==> src/rtl/dfx_pkg.sv <==
package dfx_pkg;
  localparam int RND_W = 16;
  localparam logic [RND_W-1:0] RND_SEED = 16'hACE1;

  typedef struct packed {
    logic ovf;
    logic hi;
  } dfx_flag_t;

  function automatic logic [RND_W-1:0] lfsr_step(input logic [RND_W-1:0] s);
    return {s[RND_W-2:0], s[15] ^ s[13] ^ s[12] ^ s[10]};
  endfunction
endpackage

==> src/rtl/dfx_rst_sync.sv <==
module dfx_rst_sync (
  input  logic clk,
  input  logic rst_n,
  output logic rst_sync_n
);
  logic [1:0] stage_q;

  always_ff @(posedge clk or negedge rst_n) begin
    if (!rst_n) stage_q <= 2'b00;
    else        stage_q <= {stage_q[0], 1'b1};
  end

  assign rst_sync_n = stage_q[1];
endmodule

==> src/rtl/dfx_lfsr.sv <==
module dfx_lfsr
  import dfx_pkg::*;
(
  input  logic             clk,
  input  logic             rst_n,
  input  logic             adv,
  output logic [RND_W-1:0] state
);
  logic [RND_W-1:0] state_q, state_d;

  always_comb begin
    state_d = lfsr_step(state_q);
  end

  always_ff @(posedge clk or negedge rst_n) begin
    if (!rst_n)   state_q <= RND_SEED;
    else if (adv) state_q <= state_d;
  end

  assign state = state_q;
endmodule

==> src/rtl/dfx_round_clip.sv <==
module dfx_round_clip
  import dfx_pkg::*;
#(
  parameter int ACC_W   = 24,
  parameter int FRAC_IN = 16,
  parameter int CODE_W  = 12,
  parameter int FW      = 5
) (
  input  logic [ACC_W-1:0]  acc,
  input  logic [FW-1:0]     frac,
  input  logic [RND_W-1:0]  rnd,
  output logic [CODE_W-1:0] code,
  output dfx_flag_t         flags
);
  localparam int SW = $clog2(FRAC_IN + 1);
  localparam logic signed [ACC_W:0] CMAX  = (ACC_W+1)'(2**(CODE_W-1) - 1);
  localparam logic signed [ACC_W:0] CMIN  = (ACC_W+1)'(-(2**(CODE_W-1)));
  localparam logic signed [ACC_W:0] HALFP = (ACC_W+1)'(2**(CODE_W-2));
  localparam logic signed [ACC_W:0] HALFN = (ACC_W+1)'(-(2**(CODE_W-2)));

  logic [SW-1:0]           sh;
  logic signed [ACC_W:0]   ext, floor_v, rounded;
  logic [ACC_W-1:0]        mask, dropped, thr, rnd_ext;
  logic                    up;

  always_comb begin
    if (frac >= FW'(FRAC_IN)) sh = '0;
    else                      sh = SW'(FRAC_IN) - SW'(frac);
    ext     = $signed({acc[ACC_W-1], acc});
    floor_v = ext >>> sh;
    mask    = (ACC_W'(1) << sh) - ACC_W'(1);
    rnd_ext = {{(ACC_W-RND_W){1'b0}}, rnd};
    dropped = acc & mask;
    thr     = rnd_ext & mask;
    up      = thr < dropped;
    rounded = floor_v + $signed({{ACC_W{1'b0}}, up});
    flags.ovf = (rounded > CMAX) || (rounded < CMIN);
    flags.hi  = (rounded >= HALFP) || (rounded < HALFN);
    if (rounded > CMAX)      code = CMAX[CODE_W-1:0];
    else if (rounded < CMIN) code = CMIN[CODE_W-1:0];
    else                     code = rounded[CODE_W-1:0];
  end
endmodule

==> src/rtl/dfx_scale_ctrl.sv <==
module dfx_scale_ctrl
  import dfx_pkg::*;
#(
  parameter int CNT_W   = 6,
  parameter int FW      = 5,
  parameter int F_RESET = 8
) (
  input  logic             clk,
  input  logic             rst_n,
  input  logic             accept,
  input  logic             last,
  input  dfx_flag_t        flags,
  input  logic [CNT_W-1:0] cfg_limit,
  input  logic [FW-1:0]    cfg_min,
  input  logic [FW-1:0]    cfg_max,
  output logic [FW-1:0]    frac
);
  logic [CNT_W-1:0]       cnt_q, cnt_d, cnt_sat;
  logic [CNT_W:0]         sum;
  logic                   hi_q, hi_d, hi_any;
  logic [FW-1:0]          frac_q, frac_new;
  logic signed [FW+1:0]   cand, lo_s, hi_s;

  always_comb begin
    sum     = {1'b0, cnt_q} + (CNT_W+1)'(flags.ovf);
    cnt_sat = sum[CNT_W] ? '1 : sum[CNT_W-1:0];
    hi_any  = hi_q | flags.hi;
    cand    = $signed({2'b00, frac_q});
    if (cnt_sat > cfg_limit) cand = cand - $signed((FW+2)'(1));
    else if (!hi_any)        cand = cand + $signed((FW+2)'(1));
    lo_s = $signed({2'b00, cfg_min});
    hi_s = $signed({2'b00, cfg_max});
    if (cand < lo_s)      frac_new = cfg_min;
    else if (cand > hi_s) frac_new = cfg_max;
    else                  frac_new = cand[FW-1:0];
    cnt_d = last ? '0 : cnt_sat;
    hi_d  = last ? 1'b0 : hi_any;
  end

  always_ff @(posedge clk or negedge rst_n) begin
    if (!rst_n) begin
      cnt_q  <= '0;
      hi_q   <= 1'b0;
      frac_q <= FW'(F_RESET);
    end else if (accept) begin
      cnt_q <= cnt_d;
      hi_q  <= hi_d;
      if (last) frac_q <= frac_new;
    end
  end

  assign frac = frac_q;
endmodule

==> src/rtl/dfx_requant.sv <==
module dfx_requant
  import dfx_pkg::*;
#(
  parameter int ACC_W   = 24,
  parameter int FRAC_IN = 16,
  parameter int CODE_W  = 12,
  parameter int CNT_W   = 6,
  parameter int FW      = 5,
  parameter int F_RESET = 8
) (
  input  logic              clk,
  input  logic              rst_n,
  input  logic              in_valid,
  input  logic [ACC_W-1:0]  in_data,
  input  logic              in_last,
  input  logic [CNT_W-1:0]  cfg_ovf_limit,
  input  logic [FW-1:0]     cfg_frac_min,
  input  logic [FW-1:0]     cfg_frac_max,
  output logic              out_valid,
  output logic [CODE_W-1:0] out_code,
  output logic [FW-1:0]     out_frac,
  output logic [FW-1:0]     cur_frac
);
  logic              rst_sync_n;
  logic [RND_W-1:0]  rnd_w;
  logic [CODE_W-1:0] code_w;
  logic [FW-1:0]     frac_w;
  dfx_flag_t         flags_w;
  logic              valid_q;
  logic [CODE_W-1:0] code_q;
  logic [FW-1:0]     ofrac_q;

  dfx_rst_sync u_rst (.clk(clk), .rst_n(rst_n), .rst_sync_n(rst_sync_n));

  dfx_lfsr u_lfsr (.clk(clk), .rst_n(rst_sync_n), .adv(in_valid), .state(rnd_w));

  dfx_round_clip #(.ACC_W(ACC_W), .FRAC_IN(FRAC_IN), .CODE_W(CODE_W), .FW(FW)) u_rc (
    .acc(in_data), .frac(frac_w), .rnd(rnd_w), .code(code_w), .flags(flags_w)
  );

  dfx_scale_ctrl #(.CNT_W(CNT_W), .FW(FW), .F_RESET(F_RESET)) u_ctl (
    .clk(clk), .rst_n(rst_sync_n), .accept(in_valid), .last(in_last), .flags(flags_w),
    .cfg_limit(cfg_ovf_limit), .cfg_min(cfg_frac_min), .cfg_max(cfg_frac_max), .frac(frac_w)
  );

  always_ff @(posedge clk or negedge rst_sync_n) begin
    if (!rst_sync_n) valid_q <= 1'b0;
    else             valid_q <= in_valid;
  end

  always_ff @(posedge clk or negedge rst_sync_n) begin
    if (!rst_sync_n) begin
      code_q  <= '0;
      ofrac_q <= '0;
    end else if (in_valid) begin
      code_q  <= code_w;
      ofrac_q <= frac_w;
    end
  end

  assign out_valid = valid_q;
  assign out_code  = code_q;
  assign out_frac  = ofrac_q;
  assign cur_frac  = frac_w;
endmodule

==> config.mk <==
export PLATFORM = sky130hd
export DESIGN_NAME = dfx_requant
export DESIGN_NICKNAME = d
export VERILOG_FILES = /design/src/rtl/dfx_pkg.sv /design/src/rtl/dfx_rst_sync.sv /design/src/rtl/dfx_lfsr.sv /design/src/rtl/dfx_round_clip.sv /design/src/rtl/dfx_scale_ctrl.sv /design/src/rtl/dfx_requant.sv
export SDC_FILE = /design/constraint.sdc
export NUM_CORES = 1
export LEC_CHECK = 0
export ABC_AREA = 1
export ABC_CLOCK_PERIOD_IN_PS = 1600
export BUFFER_PORTS_ARGS = -buffer_cell sky130_fd_sc_hd__clkbuf_2
export CAP_MARGIN = 20
export CORE_AREA = 2 2 136 105
export DETAILED_ROUTE_END_ITERATION = 10
export DIE_AREA = 0 0 138 107
export HOLD_SLACK_MARGIN = 0.08
export MAX_ROUTING_LAYER = met4
export PLACE_DENSITY = 0.69
export SKIP_CTS_REPAIR_TIMING = 1
export SYNTH_ARGS = -nofsm -noshare
export SYNTH_HDL_FRONTEND = slang
export SYNTH_SLANG_ARGS = --single-unit
==> constraint.sdc <==
create_clock -name clk -period 1.6 [get_ports clk]
set_input_delay 0.08 -clock clk [delete_from_list [all_inputs] [get_ports clk]]
set_output_delay 0.08 -clock clk [all_outputs]
set_load 0.05 [all_outputs]
# == Word level (Yosys, flattened, before mapping) ==
# Cells that the tools add are included.
# word_totals
ff_bits,48
input_bits,44
output_inout_bits,23
elab_cells,44
# classes
add_sub_neg,6
magnitude_cmp,9
shift,2
n_mux,10
n_bitwise,6
n_reduce_logical,3
# op_table
cell,n
25-bit by 2-bit adder with 25-bit output,1
"25-bit by 12-bit >= comparator with 1-bit output, second input constant",1
"25-bit by 12-bit greater-than comparator with 1-bit output, second input constant",1
"25-bit by 11-bit less-than comparator with 1-bit output, second input constant",1
"25-bit by 12-bit less-than comparator with 1-bit output, second input constant",1
24-bit by 5-bit >>> shifter with 25-bit output,1
16-bit by 24-bit bitwise AND with 24-bit output,1
24-bit bitwise AND,1
24-bit less-than comparator,1
12-bit 2-to-1 mux,2
"1-bit by 5-bit << shifter with 24-bit output, first input constant",1
"24-bit by 2-bit subtractor with 24-bit output, second input constant",1
5-bit 2-to-1 mux,3
7-bit 2-to-1 mux,2
6-bit 2-to-1 mux,2
6-bit by 1-bit adder with 7-bit output,1
7-bit by 6-bit greater-than comparator with 1-bit output,1
7-bit by 6-bit less-than comparator with 1-bit output,1
"5-bit by 1-bit adder with 6-bit output, second input constant",1
6-bit greater-than comparator,1
"5-bit by 1-bit subtractor with 6-bit output, second input constant",1
"5-bit >= comparator, second input constant",1
"5-bit subtractor, first input constant",1
1-bit bitwise XOR,3
other kinds (4),5

# == Logic depth before layout (Yosys ltp) ==
# Gate-level depths: netlist of the first run.
# logic_depth
ltp_word,16
depth_mapped,80
ltp_nobuf,78

# == By module ==
# From an unflattened synthesis of the first run, not the netlist that was laid out.
# hier_totals
hier_cells,1224
hier_area_um2,7282.0
# by_module_without_submodules
mod,n_inst,cells_per_inst,area_each_um2,seq_area_each_um2
dfx_round_clip,1,832,4210.3,0.0
dfx_scale_ctrl,1,225,1485.2,301.5
dfx_lfsr,1,91,827.0,410.4
dfx_requant,1,73,705.7,450.4
dfx_rst_sync,1,3,53.8,50.0

# == Worst setup path after synthesis of the first run ==
# No wires, ideal clock.
# synth_path
path_kind,flip-flop to flip-flop
start,"register u_ctl.frac_q[1], in the netlist u_ctl.frac[1]"
end,"register u_ctl.frac_q[1], in the netlist u_ctl.frac[1]"
setup_ns,0.119
arrival_time_ns,9.804
required_ns,1.481
slack_ns,-8.323
stages_incl_launch_ff,79
n_path_buf,2
synth_period_minus_slack_ns,9.923
path_cell_list,dfrtp_1 -> inv_1 -> ha_1 -> nand2_1 -> nor2_1 -> ha_1 -> inv_1 -> buf_2 -> nand2_8 -> nor2_2 -> buf_2 -> nor2_1 -> inv_1 -> nor2_1 -> o21ai_0 -> inv_1 -> nor2_1 -> nand2_1 -> [... 43 more ...] -> nand2_1 -> nand2_1 -> nand2_1 -> nand2_1 -> inv_1 -> ha_1 -> nand2_1 -> nor2_1 -> a211oi_1 -> o21ai_0 -> o21ai_0 -> nand2_2 -> nand2_2 -> nand2_1 -> o21ai_0 -> nand3_1 -> nand3_1 -> nand2_1
# synth_via
elab_chain_cells,16
word_cells_on_any_way,28
cone_classes,add/sub (6); order compare (9); shift (2); mux (6); bitwise (3); reduce/logical (2)
# synth_lines
element,line_no,source
from (decl),dfx_scale_ctrl.sv:21,"logic [FW-1:0] frac_q, frac_new;"
from (signal assigned),dfx_scale_ctrl.sv:44,frac_q <= FW'(F_RESET);
from (signal assigned),dfx_scale_ctrl.sv:48,if (last) frac_q <= frac_new;
5-bit subtractor / 5-bit >= comparator (equally long branches),"dfx_round_clip.sv:28, dfx_round_clip.sv:27",
5-bit 2-to-1 mux,dfx_round_clip.sv:27,if (frac >= FW'(FRAC_IN)) sh = '0;
1-bit by 5-bit << shifter with 24-bit output,dfx_round_clip.sv:31,mask = (ACC_W'(1) << sh) - ACC_W'(1);
24-bit by 2-bit subtractor with 24-bit output,dfx_round_clip.sv:31,
16-bit by 24-bit bitwise AND with 24-bit output / 24-bit bitwise AND (equally long branches),"dfx_round_clip.sv:34, dfx_round_clip.sv:33",
24-bit less-than comparator,dfx_round_clip.sv:35,up = thr < dropped;
25-bit by 2-bit adder with 25-bit output,dfx_round_clip.sv:36,"rounded = floor_v + $signed({{ACC_W{1'b0}}, up});"
25-bit by 12-bit greater-than comparator with 1-bit output / 25-bit by 12-bit less-than comparator with 1-bit output (equally long branches),dfx_round_clip.sv:37,flags.ovf = (rounded > CMAX) || (rounded < CMIN);
1-bit logical OR,dfx_round_clip.sv:37,
6-bit by 1-bit adder with 7-bit output,dfx_scale_ctrl.sv:25,"sum = {1'b0, cnt_q} + (CNT_W+1)'(flags.ovf);"
6-bit 2-to-1 mux,dfx_scale_ctrl.sv:26,cnt_sat = sum[CNT_W] ? '1 : sum[CNT_W-1:0];
6-bit greater-than comparator,dfx_scale_ctrl.sv:29,if (cnt_sat > cfg_limit) cand = cand - $signed((FW+2)'(1));
7-bit 2-to-1 mux *,dfx_scale_ctrl.sv:29,
7-bit by 6-bit greater-than comparator with 1-bit output,dfx_scale_ctrl.sv:34,else if (cand > hi_s) frac_new = cfg_max;
5-bit 2-to-1 mux,dfx_scale_ctrl.sv:34,
5-bit 2-to-1 mux *,dfx_scale_ctrl.sv:33,if (cand < lo_s) frac_new = cfg_min;
# Mark *: on every way between the ends. The rest lies on a longest branch, timed or not.
# A chain may end at the register's enable or synchronous reset.

# == Worst setup path in the final report of the first run ==
# layout_path
start,"register u_ctl.frac_q[0], in the netlist u_ctl.frac[0]"
end,"register u_ctl.frac_q[0], in the netlist u_ctl.frac[0]"
# The elaborated chain is that of the path after synthesis.

==> results of run 1 <==
[registers in the layout, indices dropped and copies added, names as in the netlist]
register,cells
out_code,12
out_frac,5
out_valid,1
u_ctl.cnt_q,6
u_ctl.frac,5
u_ctl.hi_q,1
u_lfsr.state,16
u_rst.stage_q,2
[path summary, 6_finish.rpt]
check	from	to	slack [ns]
worst max-delay path	u_ctl.frac[0]	u_ctl.frac[0]	-7.56
worst min-delay path	rst_n	u_rst.stage_q[1]	0.11
worst max register to register	u_ctl.frac[0]	u_ctl.frac[0]	-7.56
worst min register to register	u_rst.stage_q[1]	u_ctl.cnt_q[0]	0.24
max in group asynchronous	u_rst.stage_q[1]	u_lfsr.state[0]	0.78
min in group clk	cfg_frac_min[1]	u_ctl.frac[1]	0.11
[cell type report]
type                            instances  area share
Sequential cell                        48       0.123
Inverter                              149      0.0578
Multi-Input combinational cell        845       0.524
Tap cell                              175      0.0220
Clock buffer                            8      0.0157
Timing Repair Buffer                  355       0.258
[metrics by stage]
step / setup slack, ns / setup TNS (ns) / hold slack [ns]
3_3_place_gp: -7.49 / -120.79 / -0.133
6_report: -7.56 / -122.17 / 0.110
5_1_grt: -8.03 / -130.48 / 0.120
4_1_cts: -7.72 / -124.94 / -0.435
3_5_place_dp: -7.69 / -124.40 / -0.130
2_1_floorplan: -7.07 / -114.01 / -0.216
[metal layers]
layer	vias up	GRT usage	routed length (um)
met3	24	0.0290	1660
met5	-	-	0
met1	3819	0.473	11600
met4	0	0.0525	291
met2	313	0.471	10400
li1	4142	-	-
[placed cells by master, fill, tap and decap left out, drive strengths merged, types with 2 or more instances in the layout]
master  Yosys  routed
or2         7       7
dfstp       9       9
nand3b      2       2
nand4      37      37
nand2     337     337
ha         39      39
a211oi      4       4
o22ai       2       2
nand3     141     141
xnor2       9       9
dfrtp      39      39
o21ai      63      63
clkbuf     10      74
a21oi      28      28
nor2      137     137
inv       147     148
o211ai      8       8
nor3       10      10
a31oi       2       2
xor2       10      10
buf        22     288
[cells by family (layout without fill, tap and decap cells)]
group	count (synthesis)	in the layout	share of synthesized area
xor+xnor	19	19	0.0280
compound gates	113	113	0.0972
buf+inv	181	512	0.116
flops	48	48	0.184
fa+ha+maj	39	39	0.0739
simple gates	673	673	0.501
other cells	1	1	0.000568
==> results.md, run 1 <==
* Status: complete, but fails checks
* Failing checks: negative setup slack
* Port bufs at 66
* HPWL Detailed at 18700 um
* CP max stage delay at 0.44 ns
* Syn nets at 1157
* Syn Area/Cell at just over 6 um^2
* Final Skew at 0.00899 ns
* Overflow after GRT at 0
* Area delta synth->final at 50.4%
* Util after Layout at 0.740
* Die width at 138 um
* CP arrival at 9.35 ns
* FF+latch count, synth at 48
* Num rows at 37
* HP Class: primary input to async pin
* Highest-delay cell along the critical path: dfrtp_4
* Finished Cell Area at between 0.009 and 0.01 mm^2
* Inst Count DP at approximately 1500
* CP delay by family, top: simple AND/OR/NAND/NOR gates
* Clock transition at path regs at 0.07 ns
* Reg2reg path depth at 75
* Top-count cell post-synth: nand2_1
* Fmax at 109 MHz
* Predominant post-synthesis flop cell: dfrtp_1
* CTS tree: done
* Initial antenna violation count at 0
* Post-synthesis async set-or-reset flop share at 1.00
* Post-synth top area share at 0.180
* First-pass GRT wire length at 37200 um
* Cell variety after synth at 50
* Max H-tree Level at 2
* Final setup violation count at 24
* Num CTS Buffers at 5
* Seq. cell area at 0.00122 mm^2
* CP Depth at 75
* Mapped cell area at 0.00661 mm^2
* Largest area contributor in the netlist: nand2_1
* Fillcell total at roughly 1100
* Commonest cells in the netlist: 316 x nand2_1, 131 x inv_1, 124 x nand3_1, 106 x nor2_1, 57 x o21ai_0
* Core footprint at 0.0134 mm^2
* Post-route ant nets at 0
* Post-Route WL at 24000 um
* Top cells by area, synth: nand2_1 18%, dfrtp_1 15%, nand3_1 9.4%, inv_1 7.4%, ha_1 7.4%
* CP Max Fanout at 8
* Vias per cell at 5.25
* Final std cells w/o fill at ~1600
* RSZ-0062 raised after global routing: yes
* Routed len/inst at 15.2 um
* Final #Nets at 1487
* Area of the multi-input gates at around 0.0052 mm^2
* Number of synthesized flops with an enable pin at 0
* DR vias at 8298
* Total GRT Usage at 0.316
* Max Slew Vio Count at 0
* Final Worst Setup Slack at -7.56 ns
* Synth Instances at 1074
* Ports at 67
* Initial Util at 0.492
* Cell mode on critical path: nand2_2
* Cell Area, Placed at 0.00918 mm^2
* Worst setup SP type: flop
* DR DRC count at 0
* CP bufs+invs at 10
* Die H at 107 um
* Layout cells sized above 1 at 0.417
* Crit end category: flop
* Pre-antenna DRT Iters at 6
* Pin count of the biggest net entering global routing at 37
* Die ar. at 0.0148 mm^2
* Clock Path Buffers at 2
* Routability cong. at 0.950
* Final worst path period share at 5.72
* Synth warnings at 0
* CTS Sinks at 48
* Setup Crit Path Kind: flop to flop
* Final Hold Viols at 0
* Maxcap violations at 0
* Sequential area share after synthesis at 0.184
* Worst endpoint required time at about 1.8 ns
* Drt first-iter violations at 709
* Worst-skew pair later-pin latency at 0.29 ns
* Final min period at 9.16 ns
* N_diodes at 0
* Number of global-route vias before repair at 7504
* Root buffer cell: clkbuf_16
Power of run 1 is not shown: default switching activity piles up to over one toggle a cycle in this logic, so the estimate is an artifact.
==> run 2, diff against run 1 <==
--- a/config.mk
+++ b/config.mk
@@ -15,7 +15,6 @@
 export HOLD_SLACK_MARGIN = 0.08
 export MAX_ROUTING_LAYER = met4
 export PLACE_DENSITY = 0.69
-export SKIP_CTS_REPAIR_TIMING = 1
 export SYNTH_ARGS = -nofsm -noshare
 export SYNTH_HDL_FRONTEND = slang
 export SYNTH_SLANG_ARGS = --single-unit
==> run 2 against run 1 <==
Register-to-register slack worse by 0.21 ns. Non-clock buffer count is 42 higher. Sequential share of layout area is 0.44 points lower. Global-route usage is 3.3 points higher. Worst hold slack worse by 0.0042 ns. Final area is 3.8% higher. Via count is 7.4% higher. Clock-buffer cell count stayed put. The run still ends with negative setup slack left.
==> results.md, run 2 (synthesized netlist as in run 1, its figures left out) <==
* Met1 Use GR at 0.493
* Leading cell type in the layout, fill and taps excluded: buf_4
* Final Worst Setup Slack at -7.77 ns
* Setup Crit Path Kind: flop to flop
* Die width at 138 um
* Cell mode on critical path: nand2_2
* Clock transition at path regs at 0.07 ns
* Final worst path period share at 5.86
* Status: complete, but fails checks
* Pre-antenna DRT Iters at 6
* Highest-delay cell along the critical path: dfrtp_4
* Die ar. at approximately 0.015 mm^2
* Ports at 67
* Area delta synth->final at 56.1%
* Vias per cell at between 5 and 6
* Crit end category: flop
* Overflow after GRT at 0
* HPWL Detailed at around 19000 um
* Max FFs per register at 16
* Worst-skew pair later-pin latency at 0.30 ns
* CP arrival at 9.56 ns
* CP Max Fanout at 8
* Worst rel slew slack at 0.662
* Pin count of the biggest net entering global routing at 37
* Port bufs at 66
* Clock Path Buffers at 2
* CP max stage delay at 0.43 ns
* DR DRC count at 0
* Worst setup SP type: flop
* CTS tree: done
* Actual slew at the worst max-slew pin at 0.507 ns
* Reg2reg path depth at 77
* Drt first-iter violations at 992
* Final Hold Viols at 0
* CTS Sinks at 48
* Critical R2R Launch: u_ctl.frac[0]
* Number of global-route vias before repair at 8190
* Final #Nets at approximately 1500
* DR vias at 8910
* Final setup violation count at 24
* Failing checks: negative setup slack
* Root buffer cell: clkbuf_16
* Layout cells sized above 1 at 0.436
* Maxcap violations at 0
* FF-to-FF setup slack at -7.77 ns
* First-pass GRT wire length at 40800 um
* Final Skew at ~0.0069 ns
* Initial antenna violation count at 0
* Total GRT Usage at 0.349
* Worst endpoint required time at 1.79 ns
* Core footprint at 0.0134 mm^2
* Setup_tns at -127.27 ns
* Met2 GRT Util at 0.540
* Post-route ant nets at 0
* Post-Route WL at 27200 um
* Num CTS Buffers at 5
* Die H at 107 um
* Max Slew Vio Count at 0
* Routed len/inst at 16.7 um
* Final min period at about 9.4 ns
* Initial Util at 0.492
* HP Class: primary input to async pin
* Routability cong. at 0.950
* Commonest cells after routing, fill and taps aside: 316 x buf_4, 289 x nand2_1, 120 x inv_1, 120 x nand3_1, 81 x nor2_1
* Fmax at 107 MHz
* N_diodes at 0
* Num rows at 37
* Met3 global-route usage at 0.0348
* Max H-tree Level at 2
* Worst R2R End: u_ctl.frac[1]
* RSZ-0062 raised after global routing: yes
* Gr busiest metal: met2
-- run 2: layout make-up --
| class | count | area (um^2) |
|---|---|---|
| timing repair buffer | 397 | 2900 |
| sequential | 48 | 1220 |
| inverter | 149 | 572 |
| multi-input combinational | 846 | 5250 |
| fill | 998 | 3110 |
| clock buffer | 8 | 156 |
| tap | 175 | 219 |
-- run 2: worst max path at each step --
stage                              from       endpoint  slack, ns
after floorplan           u_ctl.frac[1]  u_ctl.frac[0]      -7.07
after global placement    u_ctl.frac[1]  u_ctl.frac[0]      -7.49
after detailed placement  u_ctl.frac[1]  u_ctl.frac[1]      -7.69
after CTS                 u_ctl.frac[0]  u_ctl.frac[1]      -7.19
after global routing      u_ctl.frac[0]  u_ctl.frac[1]      -8.17
final                     u_ctl.frac[0]  u_ctl.frac[1]      -7.77
-- run 2: timing repair --
| action | 4_1_cts | 5_1_grt |
|---|---|---|
| resized for setup | 57 | 73 |
| endpoints found under the hold margin | 2 | 0 |
| pin swaps | 58 | 48 |
| gates cloned | 2 | 0 |
| endpoints found under the setup margin | 24 | 24 |
| buffers inserted | 69 | 15 |
| hold buffers | 1 | 0 |
-- run 2: critical path: cells and delay by family, from the launching register on --
kind	cells	cell delay [ns]
xor gates and xnor gates	1	0.22
buffers and inverters	11	1.05
and+or+nand+nor	47	4.71
DFF	1	0.43
adders and majority gates	9	1.87
AOI/OAI and AO/OA	9	0.98
-- run 2: routing by layer --
layer	share of wire	wire (um)
met1	0.45	12100
met2	0.44	11800
met3	0.085	2320
met4	0.033	892
met5	0	0
-- run 2: per-stage QoR --
stage | util | setup WS [ns] | cell area [um^2] | hold WS (ns) | instances
after CTS | 0.743 | -7.19 | 9970 | 0.107 | 1611
after global routing | 0.768 | -8.17 | 10300 | 0.120 | 1623
after detailed placement | 0.684 | -7.69 | 9180 | -0.130 | 1548
final | 0.768 | -7.77 | 10300 | 0.106 | 1623
after global placement | 0.684 | -7.49 | 9180 | -0.133 | 1548
after floorplan | - | -7.07 | 6840 | -0.216 | 1074
Power of run 2 is left out for the same reason.
==> run 3, diff against run 2 <==
--- a/config.mk
+++ b/config.mk
@@ -9,12 +9,13 @@
 export ABC_CLOCK_PERIOD_IN_PS = 1600
 export BUFFER_PORTS_ARGS = -buffer_cell sky130_fd_sc_hd__clkbuf_2
 export CAP_MARGIN = 20
-export CORE_AREA = 2 2 136 105
+export CORE_AREA = 2 2 143 110
 export DETAILED_ROUTE_END_ITERATION = 10
-export DIE_AREA = 0 0 138 107
+export DIE_AREA = 0 0 145 112
 export HOLD_SLACK_MARGIN = 0.08
 export MAX_ROUTING_LAYER = met4
-export PLACE_DENSITY = 0.69
+export PLACE_DENSITY = 0.68
 export SYNTH_ARGS = -nofsm -noshare
 export SYNTH_HDL_FRONTEND = slang
+export SYNTH_HIERARCHICAL = 1
 export SYNTH_SLANG_ARGS = --single-unit
==> run 3 against run 2 <==
Largest cell class unchanged. Worst setup slack improved by 0.80 ns. Final area is 1.8% higher. Sequential share of layout area fell by 0.26 points. Non-clock buffer count down 25. Cell count rose by 8.4%. The run still ends with negative setup slack left. Maximum frequency rose by 9.3%. Synthesized area is 10% higher. Critical path depth fell by 11. Via count rose by 2.7%.
==> results.md, run 3 <==
* Critical Path Source: u_ctl/frac[1]
* Port bufs at 66
* Core footprint at 0.0149 mm^2
* DR DRC count at 0
* Pin count of the biggest net entering global routing at 38
* Ports at 67
* Leading cell type in the layout, fill and taps excluded: nand2_1
* Largest area contributor in the netlist: nand2_1
* Timing endpoint of the critical path: out_code[10]
* Routed len/inst at approximately 14 um
* Layout cells sized above 1 at 0.388
* Syn nets at about 1300
* Cell variety after synth at between 50 and 60
* Final worst path period share at 5.36
* Die width at 145 um
* Cell Area, Placed at 0.00946 mm^2
* Num CTS Buffers at 5
* Sequential area share after synthesis at 0.166
* Critical R2R Launch: u_ctl/frac[1]
* Number of global-route vias before repair at 8531
* Post-synth top area share at 0.223
* Clock Path Buffers at 2
* CP arrival at between 8 and 9 ns
* CP max stage delay at 0.40 ns
* HPWL Detailed at 18400 um
* Overflow after GRT at 0
* Top cells by area, synth: nand2_1 22%, dfrtp_1 13%, nand3_1 10%, inv_1 7.1%, ha_1 6.7%
* Syn Area/Cell at 5.95 um^2
* FF-to-FF setup slack at -6.97 ns
* Die ar. at 0.0162 mm^2
* N_diodes at 0
* Initial antenna violation count at 0
* Num rows at 39
* Highest-delay cell along the critical path: dfrtp_2
* DR vias at between 9000 and 10000
* Failing checks: negative setup slack
* Status: complete, but fails checks
* Max Slew Vio Count at 0
* Post-Route WL at 24600 um
* Root buffer cell: clkbuf_16
* Commonest cells after routing, fill and taps aside: 399 x nand2_1, 293 x buf_4, 144 x nand3_1, 130 x inv_1, 94 x nor2_1
* Inst Count DP at between 1500 and 2000
* Number of synthesized flops with an enable pin at 0
* CTS Sinks at 48
* Top-count cell post-synth: nand2_1
* Synth warnings at 6
* Commonest cells in the netlist: 433 x nand2_1, 149 x nand3_1, 137 x inv_1, 114 x nor2_1
* First-pass GRT wire length at 41000 um
* Worst endpoint required time at about 1.8 ns
* Final Worst Setup Slack at -6.97 ns
* Mapped cell area at approximately 0.0073 mm^2
* Initial Util at 0.489
* Setup Crit Path Kind: flop to flop
* Finished Cell Area at 0.0105 mm^2
* RSZ-0062 raised after global routing: yes
* CP bufs+invs at 38
* Max FFs per register at 16
* Total GRT Usage at 0.313
* Synth Instances at 1224
* HP Class: primary input to async pin
* Final std cells w/o fill at 1760
* Fmax at 117 MHz
* Max H-tree Level at 2
* CP Max Fanout at 7
* Predominant post-synthesis flop cell: dfrtp_1
* Vias per cell at just over 5
* Final #Nets at 1637
* Area delta synth->final at 44.1%
* Crit end category: flop
* Drt first-iter violations at 942
* Clock transition at path regs at 0.07 ns
* CP delay by family, top: buffers and inverters
* Worst-case hold slack at approximately 0.10 ns
* Worst-skew pair later-pin latency at between 0.2 and 0.3 ns
* Die H at between 100 and 150 um
* Cell mode on critical path: buf_4
* FF+latch count, synth at 48
* CTS tree: done
* Maxcap violations at 0
* Final Skew at about 0.0065 ns
* Fillcell total at between 1000 and 1500
* Worst R2R End: out_code[10]
* CP Depth at 66
* Final setup violation count at 24
* Reg2reg path depth at 66
* Post-synthesis async set-or-reset flop share at 1.00
* Routability cong. at 0.970
* Post-route ant nets at 0
* Final Hold Viols at 0
* Pre-antenna DRT Iters at 5
* Setup_tns at -117.75 ns
* Final min period at between 8 and 9 ns
* Worst setup SP type: flop
run 3: cell types whose count changed after synthesis, moves of 10 or more:
| cell | delta |
|---|---|
| o21ai_0 | -18 |
| nand2_2 | +16 |
| buf_4 | +15 |
| nand3_1 | +25 |
| a21oi_1 | -10 |
| nand2_1 | +117 |
run 3: logic make-up after synthesis:
family / synth area share
flip-flops: 0.166
adder cells (fa/ha/maj): 0.0670
other: 0.000515
AND/OR/NAND/NOR: 0.540
AO/OA/AOI/OAI: 0.0639
XOR/XNOR: 0.0156
buffers and inverters: 0.147
run 3: layout make-up:
| cell class | instances | area [um^2] | area share |
|---|---|---|---|
| clock inverter | 2 | 38.8 | 0.00370 |
| clock buffer | 6 | 139 | 0.0132 |
| multi-input combinational | 973 | 5540 | 0.528 |
| inverter | 154 | 608 | 0.0580 |
| tap | 205 | 256 | 0.0244 |
| timing repair buffer | 372 | 2700 | 0.257 |
| sequential | 48 | 1220 | 0.116 |
run 3: per-stage QoR:
stage                     setup slack, ns  utilization
after floorplan                     -6.60            -
after global placement              -6.64        0.636
after detailed placement            -6.90        0.636
after CTS                           -6.58        0.687
after global routing                -7.32        0.705
final                               -6.97        0.705
run 3: repair_timing:
action	4_1_cts	5_1_grt
hold buffers	1	0
setup buffers	46	10
pin swaps	42	43
hold endpoints to repair	2	0
gates cloned	1	0
gates resized for setup	51	62
setup endpoints to repair	24	24
run 3: worst min path at each step:
stage               cells after the start  startpoint  slack, ns          endpoint
finish                                  2       rst_n       0.10  u_rst/stage_q[0]
global placement                        1       rst_n      -0.13  u_rst/stage_q[0]
detailed placement                      1       rst_n      -0.13  u_rst/stage_q[0]
CTS                                     2       rst_n        0.1  u_rst/stage_q[1]
global route                            2       rst_n       0.11  u_rst/stage_q[0]
floorplan                               0       rst_n      -0.22  u_rst/stage_q[0]
run 3: routing by layer:
layer	routed length, um	up-vias	global-route usage
met5	0	-	-
li1	-	4561	-
met4	342	0	0.0680
met1	11500	4176	0.443
met3	1880	35	0.0262
met2	10800	378	0.488
Power of run 3 is left out for the same reason.
